<file path="src/rtl/chan_cmp_timer_pkg.sv">
package chan_cmp_timer_pkg;
   localparam logic [1:0] SZ_BYTE = 2'd0;
   localparam logic [1:0] SZ_HALF = 2'd1;
   localparam logic [1:0] SZ_WORD = 2'd2;

   localparam logic [7:0] OFS_COUNT = 8'h00;
   localparam logic [7:0] OFS_OE    = 8'h10;
   localparam logic [7:0] OFS_LVL   = 8'h14;
   localparam logic [7:0] OFS_IMSK  = 8'h18;
   localparam logic [7:0] OFS_SSET  = 8'h1C;
   localparam logic [7:0] OFS_SCLR  = 8'h20;
   localparam logic [7:0] OFS_IEN   = 8'h24;
   localparam logic [7:0] OFS_CMP0  = 8'h80;
   localparam logic [7:0] OFS_MSK0  = 8'hC0;
endpackage

</file>
<file path="src/rtl/cct_regs.sv">
module cct_regs
   import chan_cmp_timer_pkg::*;
#(
   parameter int NCH    = 5,
   parameter int DW     = 32,
   parameter int CMP_W  = 5,
   parameter int STS_HI = 15,
   parameter int AW     = 8
) (
   input  logic                 clk,
   input  logic                 rst_n,
   input  logic                 tick_en,
   input  logic                 req_valid,
   input  logic                 req_write,
   input  logic [AW-1:0]        req_addr,
   input  logic [1:0]           req_size,
   input  logic [DW-1:0]        req_wdata,
   input  logic [NCH-1:0]       sts_i,
   output logic [DW-1:0]        count_o,
   output logic [NCH-1:0]       oe_o,
   output logic [NCH-1:0]       lvl_o,
   output logic [NCH-1:0]       imsk_o,
   output logic [NCH-1:0]       ien_o,
   output logic [NCH*CMP_W-1:0] cmp_o,
   output logic [NCH*CMP_W-1:0] msk_o,
   output logic [NCH-1:0]       sset_o,
   output logic [NCH-1:0]       sclr_o,
   output logic [DW-1:0]        rd_data
);
   localparam int STRIDE = 4;

   if (NCH < 1 || NCH > DW) $error("cct_regs: NCH out of range");
   if (CMP_W < 1 || CMP_W > DW) $error("cct_regs: CMP_W out of range");
   if (STS_HI + 1 < NCH || STS_HI >= DW) $error("cct_regs: STS_HI does not fit");
   if (int'(OFS_CMP0) + STRIDE*NCH > int'(OFS_MSK0)) $error("cct_regs: compare bank overlaps mask bank");
   if (int'(OFS_MSK0) + STRIDE*NCH > (1 << AW)) $error("cct_regs: mask bank exceeds address space");

   logic          wr_word, rd_word;
   logic [NCH-1:0] hit_cmp, hit_msk;
   logic [NCH-1:0] wd_hi, wd_sts;
   logic [CMP_W-1:0] wd_fld;

   assign wr_word = req_valid &&  req_write && (req_size == SZ_WORD);
   assign rd_word = req_valid && !req_write && (req_size == SZ_WORD);
   assign wd_fld  = req_wdata[DW-1 -: CMP_W];

   for (genvar n = 0; n < NCH; n++) begin : g_dec
      assign hit_cmp[n] = (req_addr == AW'(int'(OFS_CMP0) + STRIDE*n));
      assign hit_msk[n] = (req_addr == AW'(int'(OFS_MSK0) + STRIDE*n));
      assign wd_hi[n]   = req_wdata[DW-1-n];
      assign wd_sts[n]  = req_wdata[STS_HI-n];
   end

   assign sset_o = (wr_word && req_addr == OFS_SSET) ? wd_sts : '0;
   assign sclr_o = (wr_word && req_addr == OFS_SCLR) ? wd_sts : '0;

   always_ff @(posedge clk) begin
      if (!rst_n) begin
         count_o <= '0;
      end else if (wr_word && req_addr == OFS_COUNT) begin
         count_o <= req_wdata;
      end else if (tick_en) begin
         count_o <= count_o + 1'b1;
      end
   end

   always_ff @(posedge clk) begin
      if (!rst_n) begin
         oe_o   <= '0;
         lvl_o  <= '0;
         imsk_o <= '0;
         ien_o  <= '0;
      end else if (wr_word) begin
         if (req_addr == OFS_OE)   oe_o   <= wd_hi;
         if (req_addr == OFS_LVL)  lvl_o  <= wd_hi;
         if (req_addr == OFS_IMSK) imsk_o <= wd_sts;
         if (req_addr == OFS_IEN)  ien_o  <= wd_sts;
      end
   end

   for (genvar n = 0; n < NCH; n++) begin : g_bank
      always_ff @(posedge clk) begin
         if (!rst_n) begin
            cmp_o[n*CMP_W +: CMP_W] <= '0;
            msk_o[n*CMP_W +: CMP_W] <= '0;
         end else if (wr_word) begin
            if (hit_cmp[n]) cmp_o[n*CMP_W +: CMP_W] <= wd_fld;
            if (hit_msk[n]) msk_o[n*CMP_W +: CMP_W] <= wd_fld;
         end
      end
   end

   function automatic logic [DW-1:0] pack_hi(input logic [NCH-1:0] v);
      logic [DW-1:0] r;
      r = '0;
      for (int i = 0; i < NCH; i++) r[DW-1-i] = v[i];
      return r;
   endfunction

   function automatic logic [DW-1:0] pack_sts(input logic [NCH-1:0] v);
      logic [DW-1:0] r;
      r = '0;
      for (int i = 0; i < NCH; i++) r[STS_HI-i] = v[i];
      return r;
   endfunction

   always_comb begin
      rd_data = '1;
      if (rd_word) begin
         unique case (req_addr)
            OFS_COUNT:           rd_data = count_o;
            OFS_OE:              rd_data = pack_hi(oe_o);
            OFS_LVL:             rd_data = pack_hi(lvl_o);
            OFS_IMSK:            rd_data = pack_sts(imsk_o);
            OFS_SSET, OFS_SCLR:  rd_data = pack_sts(sts_i);
            OFS_IEN:             rd_data = pack_sts(ien_o);
            default: begin
               for (int i = 0; i < NCH; i++) begin
                  if (hit_cmp[i]) rd_data = {cmp_o[i*CMP_W +: CMP_W], {(DW-CMP_W){1'b0}}};
                  if (hit_msk[i]) rd_data = {msk_o[i*CMP_W +: CMP_W], {(DW-CMP_W){1'b0}}};
               end
            end
         endcase
      end
   end

   // without a load, a tick advances the count by exactly one
   a_r3_count_step: assert property (@(posedge clk) disable iff (!rst_n)
      (tick_en && !(wr_word && req_addr == OFS_COUNT)) |=> count_o == $past(count_o) + 1'b1);

   // the count holds when neither tick nor load
   a_r3_count_hold: assert property (@(posedge clk) disable iff (!rst_n)
      (!tick_en && !(wr_word && req_addr == OFS_COUNT)) |=> $stable(count_o));

   // narrow reads return all ones
   a_r8_narrow_read: assert property (@(posedge clk) disable iff (!rst_n)
      (req_valid && !req_write && req_size != SZ_WORD) |-> rd_data == '1);

   // narrow writes leave configuration untouched
   a_r8_narrow_write: assert property (@(posedge clk) disable iff (!rst_n)
      (req_valid && req_write && req_size != SZ_WORD) |=>
         $stable(oe_o) && $stable(lvl_o) && $stable(imsk_o) && $stable(ien_o)
         && $stable(cmp_o) && $stable(msk_o));
endmodule

</file>
<file path="src/rtl/cct_chan.sv">
module cct_chan #(
   parameter int CMP_W = 5
) (
   input  logic             clk,
   input  logic             rst_n,
   input  logic [CMP_W-1:0] count_top,
   input  logic [CMP_W-1:0] cmp_i,
   input  logic [CMP_W-1:0] msk_i,
   input  logic             oe_i,
   input  logic             lvl_i,
   input  logic             ien_i,
   input  logic             imsk_i,
   input  logic             sset_i,
   input  logic             sclr_i,
   output logic             sts_o,
   output logic             pin_o,
   output logic             irq_o
);
   logic hit;
   logic hit_armed;

   assign hit       = ((count_top ^ cmp_i) & msk_i) == '0;
   assign hit_armed = hit && ien_i;

   always_ff @(posedge clk) begin
      if (!rst_n) sts_o <= 1'b0;
      else        sts_o <= ((sts_o | sset_i) & ~sclr_i) | hit_armed;
   end

   always_ff @(posedge clk) begin
      if (!rst_n)    pin_o <= 1'b0;
      else if (oe_i) pin_o <= hit ? lvl_i : ~lvl_i;
   end

   assign irq_o = sts_o & imsk_i;

   // an armed match leaves the status bit set, whatever else happens
   a_r5_match_sets: assert property (@(posedge clk) disable iff (!rst_n)
      hit_armed |=> sts_o);

   // a set request is never lost
   a_r4_set_sticks: assert property (@(posedge clk) disable iff (!rst_n)
      sset_i |=> sts_o);

   // a clear without a competing armed match empties the bit
   a_r4_clear_wins: assert property (@(posedge clk) disable iff (!rst_n)
      (sclr_i && !hit_armed) |=> !sts_o);

   // a disabled channel keeps its pin
   a_r7_pin_hold: assert property (@(posedge clk) disable iff (!rst_n)
      !oe_i |=> $stable(pin_o));

   // an enabled channel follows level on match, inverse otherwise
   a_r7_pin_drive: assert property (@(posedge clk) disable iff (!rst_n)
      oe_i |=> pin_o == ($past(hit) ? $past(lvl_i) : !$past(lvl_i)));
endmodule

</file>
<file path="src/rtl/chan_cmp_timer.sv">
module chan_cmp_timer #(
   parameter int NCH    = 5,
   parameter int DW     = 32,
   parameter int CMP_W  = 5,
   parameter int STS_HI = 15,
   parameter int AW     = 8
) (
   input  logic           clk,
   input  logic           rst_n,
   input  logic           tick_en,
   input  logic           req_valid,
   input  logic           req_write,
   input  logic [AW-1:0]  req_addr,
   input  logic [1:0]     req_size,
   input  logic [DW-1:0]  req_wdata,
   output logic [DW-1:0]  rd_data,
   output logic [NCH-1:0] pin_out,
   output logic [NCH-1:0] irq_out
);
   logic [DW-1:0]        count;
   logic [NCH-1:0]       oe, lvl, imsk, ien, sset, sclr, sts;
   logic [NCH*CMP_W-1:0] cmp_all, msk_all;
   logic [CMP_W-1:0]     count_top;

   assign count_top = count[DW-1 -: CMP_W];

   cct_regs #(.NCH(NCH), .DW(DW), .CMP_W(CMP_W), .STS_HI(STS_HI), .AW(AW)) u_regs (
      .clk(clk), .rst_n(rst_n), .tick_en(tick_en),
      .req_valid(req_valid), .req_write(req_write), .req_addr(req_addr),
      .req_size(req_size), .req_wdata(req_wdata), .sts_i(sts),
      .count_o(count), .oe_o(oe), .lvl_o(lvl), .imsk_o(imsk), .ien_o(ien),
      .cmp_o(cmp_all), .msk_o(msk_all), .sset_o(sset), .sclr_o(sclr),
      .rd_data(rd_data)
   );

   for (genvar n = 0; n < NCH; n++) begin : g_ch
      cct_chan #(.CMP_W(CMP_W)) u_ch (
         .clk(clk), .rst_n(rst_n), .count_top(count_top),
         .cmp_i(cmp_all[n*CMP_W +: CMP_W]), .msk_i(msk_all[n*CMP_W +: CMP_W]),
         .oe_i(oe[n]), .lvl_i(lvl[n]), .ien_i(ien[n]), .imsk_i(imsk[n]),
         .sset_i(sset[n]), .sclr_i(sclr[n]),
         .sts_o(sts[n]), .pin_o(pin_out[n]), .irq_o(irq_out[n])
      );
   end

   // nothing is pending or driven in the first cycle after reset
   a_r1_quiet_after_reset: assert property (@(posedge clk)
      $rose(rst_n) |-> (irq_out == '0 && pin_out == '0));
endmodule

</file>
<file path="config.mk">
export PLATFORM = sky130hd
export DESIGN_NAME = chan_cmp_timer
export DESIGN_NICKNAME = d
export VERILOG_FILES = /design/src/rtl/chan_cmp_timer_pkg.sv /design/src/rtl/cct_regs.sv /design/src/rtl/cct_chan.sv /design/src/rtl/chan_cmp_timer.sv
export SDC_FILE = /design/constraint.sdc
export NUM_CORES = 1
export LEC_CHECK = 0
export ABC_AREA = 0
export BUFFER_PORTS_ARGS = -buffer_cell sky130_fd_sc_hd__buf_4
export CAP_MARGIN = 20
export CORE_MARGIN = 1.5
export CORE_UTILIZATION = 50
export CTS_BUF_LIST = sky130_fd_sc_hd__clkbuf_4 sky130_fd_sc_hd__clkbuf_8
export DETAILED_ROUTE_END_ITERATION = 8
export PLACE_DENSITY = 0.81
export RECOVER_POWER = 100
export SYNTH_ARGS = -nofsm -noshare
export SYNTH_HDL_FRONTEND = slang
export SYNTH_HIERARCHICAL = 1
export SYNTH_SLANG_ARGS = --single-unit
</file>
<file path="constraint.sdc">
create_clock -name clk -period 3.9 [get_ports clk]
set_clock_uncertainty 0.2 [all_clocks]
set_input_delay 0.39 -clock clk [delete_from_list [all_inputs] [get_ports clk]]
set_output_delay 0.39 -clock clk [all_outputs]
set_load 0.005 [all_outputs]
</file>
==> flow_summary.ini <==
[outcome]
outcome = finished clean

[cells_and_area]
syn_to_final_growth_pct = 12.6
antenna_cells = 0
layout_commonest_cell = dfxtp_1
fin_nets = 879
mostFrequentLayoutCells = dfxtp_1, nor2_1, buf_4, mux2i_1, nand2_1
drive_gt1_share_pct = 14.0
layoutNonFillerInstCount = 1008

[clock_network]
clk_latency_ns = 0.39
ctsHoldBuffers = 0
cts_tree = yes
cts-resized-gates = 0
cts_root_buffer = clkbuf_8
post_cts_buffers = 0
cts.sinks = 112
cts_made_buffers = 9
path_clk_slew_ns = 0.11
cts_buffer_depth = 2
htreeDepth = 3

[global_routing]
grt_pass1_wl_mm = 28.5
grt_usage_pct = 27.2
grt-ovfl-total = 0
grt_start_max_net_pins = 65
antenna_found_initial = 0
grt_pass1_vias = 5549

[logic_synthesis]
synth_area_leaders = dfxtp_1, mux2i_1, nor2_1
syn_area_um2 = 6410
syn_avg_cell_area_um2 = 8.23
ys_warn_count = 6
yosysTopAreaCell = dfxtp_1
synth.distinct_cells = 64
synth_nets = 827
ys_async_sr_fraction_pct = 0
ys_ff_latch = 112
synthCells = 779
seq_area_frac_synth_pct = 35.0
synth_top_area_share_pct = 35.0
synthFlopType = dfxtp_1
synth-edff-count = 0

[drt]
route.vias.total = 6145
totalWireLength_mm = 18.2
drt-wirelength-per-cell_um = 18.1
drt_iter0_drc = 707
drc_errors = 0
ant_nets = 0
drt-pass1-iter-count = 6
via_per_inst = 6.10

[floorplan]
die_h_um = 116
rows = 41
ioPinCount = 89
die_area_um2 = 13500
coreArea_um2 = 12600
floorplan.initialDensity_pct = 51.0
fp.dieW_um = 116

[sta]
hold_slack_ns = 0.0689
slew_violations = 0
finalCriticalPeriod_ns = 3.38
fmax_ghz = 0.296
setup_violations = 0
post-route-period-util_pct = 86.7
slew_headroom_pct = 23.8
fin_tns_setup_ns = 0
worst_slew_pin_slew_ns = 1.14
finalHoldViolations = 0
rsz0062_at_grt = no

[critical_path]
crit_path_max_fanout = 24
critPathRequiredTime_ns = 3.31
cp-start-kind = input port
critPathBufInv = 4
cp_cell_sequence = clkbuf_1 > or3b_1 > nor3_1 > clkbuf_1 > a222oi_1 > inv_1 > a211o_1 > clkbuf_4
crit_cells = 8
cp_common_cell = clkbuf_1
cp_data_arrival_time_ns = 2.79
worst_setup_path_end_kind = output port
worstSetupPathType = in -> out
rr_worst_depth = 5
critPathMaxStageDelay_ns = 0.68
cp_top_family = buffers and inverters
cp_slowest_cell = clkbuf_1

[hold_path]
hold_class = in -> reg
holdPathStages = 3

[pwr]
power_density_nw_per_um2 = 280
power_mw = 2.02
peakVddDrop_v = 0.000368
power_leakage_nw = 2.76

[run]
maxCapViolCount = 0

[placement]
io_buffers = 88
dp.final_hpwl_mm = 12.6
dpl.cell_count = 992
gp_congestion = 0.965
final timing paths:
kind                      from            endpoint  slack [ns]
max                req_addr[3]         rd_data[12]        0.52
min              req_wdata[17]  u_regs/count_o[17]        0.07
max reg2reg  u_regs/count_o[6]  u_regs/count_o[25]        1.53
min reg2reg   u_regs/imsk_o[3]    u_regs/imsk_o[3]        0.28
state kept, by name, indices dropped and copies added (netlist names):
signal	cells
g_ch.u_ch/pin_o	5
g_ch.u_ch/sts_o	5
u_regs/cmp_o	25
u_regs/count_o	32
u_regs/ien_o	5
u_regs/imsk_o	5
u_regs/lvl_o	5
u_regs/msk_o	25
u_regs/oe_o	5
kinds of logic after synthesis:
family                     count (synthesis)  synth area share, %
and+or+nand+nor                          304                 25.2
AOI/OAI and AO/OA                        175                 18.1
DFF                                      112                 35.0
buffers and inverters                     71                 4.51
muxes                                     60                 9.40
xor gates and xnor gates                  56                 7.65
adders and majority gates                  1                0.195
report_power, final:
| group | total (mW) | leakage [nW] | internal [mW] | switching [mW] |
|---|---|---|---|---|
| Sequential | 1.15 | 0.902 | 1.15 | 0.00331 |
| Combinational | 0.153 | 1.76 | 0.0579 | 0.0948 |
| Clock | 0.722 | 0.102 | 0.317 | 0.405 |
| Total | 2.02 | 2.76 | 1.52 | 0.503 |
area by class of cell:
type | count | area, um2
Fill cell | 1172 | 5350
Multi-Input combinational cell | 596 | 3810
Sequential cell | 112 | 2240
Timing Repair Buffer | 96 | 688
Tap cell | 172 | 215
Clock buffer | 10 | 138
Clock inverter | 6 | 68.8
Inverter | 16 | 60.1
metrics by stage:
stage,util (%),setup slack (ns),instance area (um2)
floorplan,-,1.45,6410
detailed placement,56.6,0.923,7120
global route,57.5,0.370,7220
global placement,56.6,0.965,7120
CTS,58.3,0.924,7330
finish,57.5,0.520,7220
metal layers:
metal	vias up	GRT usage [%]	wire (um)
met4	0	10.6	516
met1	2902	35.4	7880
met5	-	0	0
met2	294	44.3	8430
li1	2903	-	-
met3	46	5.66	1420
synthesized netlist by cell type, drive strengths merged, types with 3 or more instances:
library cell  instances
a211o                 6
a211oi               17
a21boi                3
a21o                 23
a21oi                48
a221oi                4
a222oi               10
a22o                  3
a22oi                 6
a31oi                 7
and2                 15
and4                  4
and4b                 6
buf                  22
clkbuf               33
dfxtp               112
inv                  16
mux2i                58
nand2                55
nand3                36
nand4                 9
nor2                 99
nor2b                10
nor3                 27
nor4                 14
o211ai                4
o21ai                31
o221ai                6
o22ai                 4
or2                   3
or3                   6
or3b                  3
or4b                  3
xnor2                27
xor2                 29
worst register-to-register path: stages, from the launching register on:
cell     delay [ns]
dfxtp_1        0.46
and4_2         0.31
nand3_1        0.44
nor4_1         0.56
xnor2_1        0.17
a21oi_1        0.08
No activity file was read; power rests on OpenSTA's default activity.
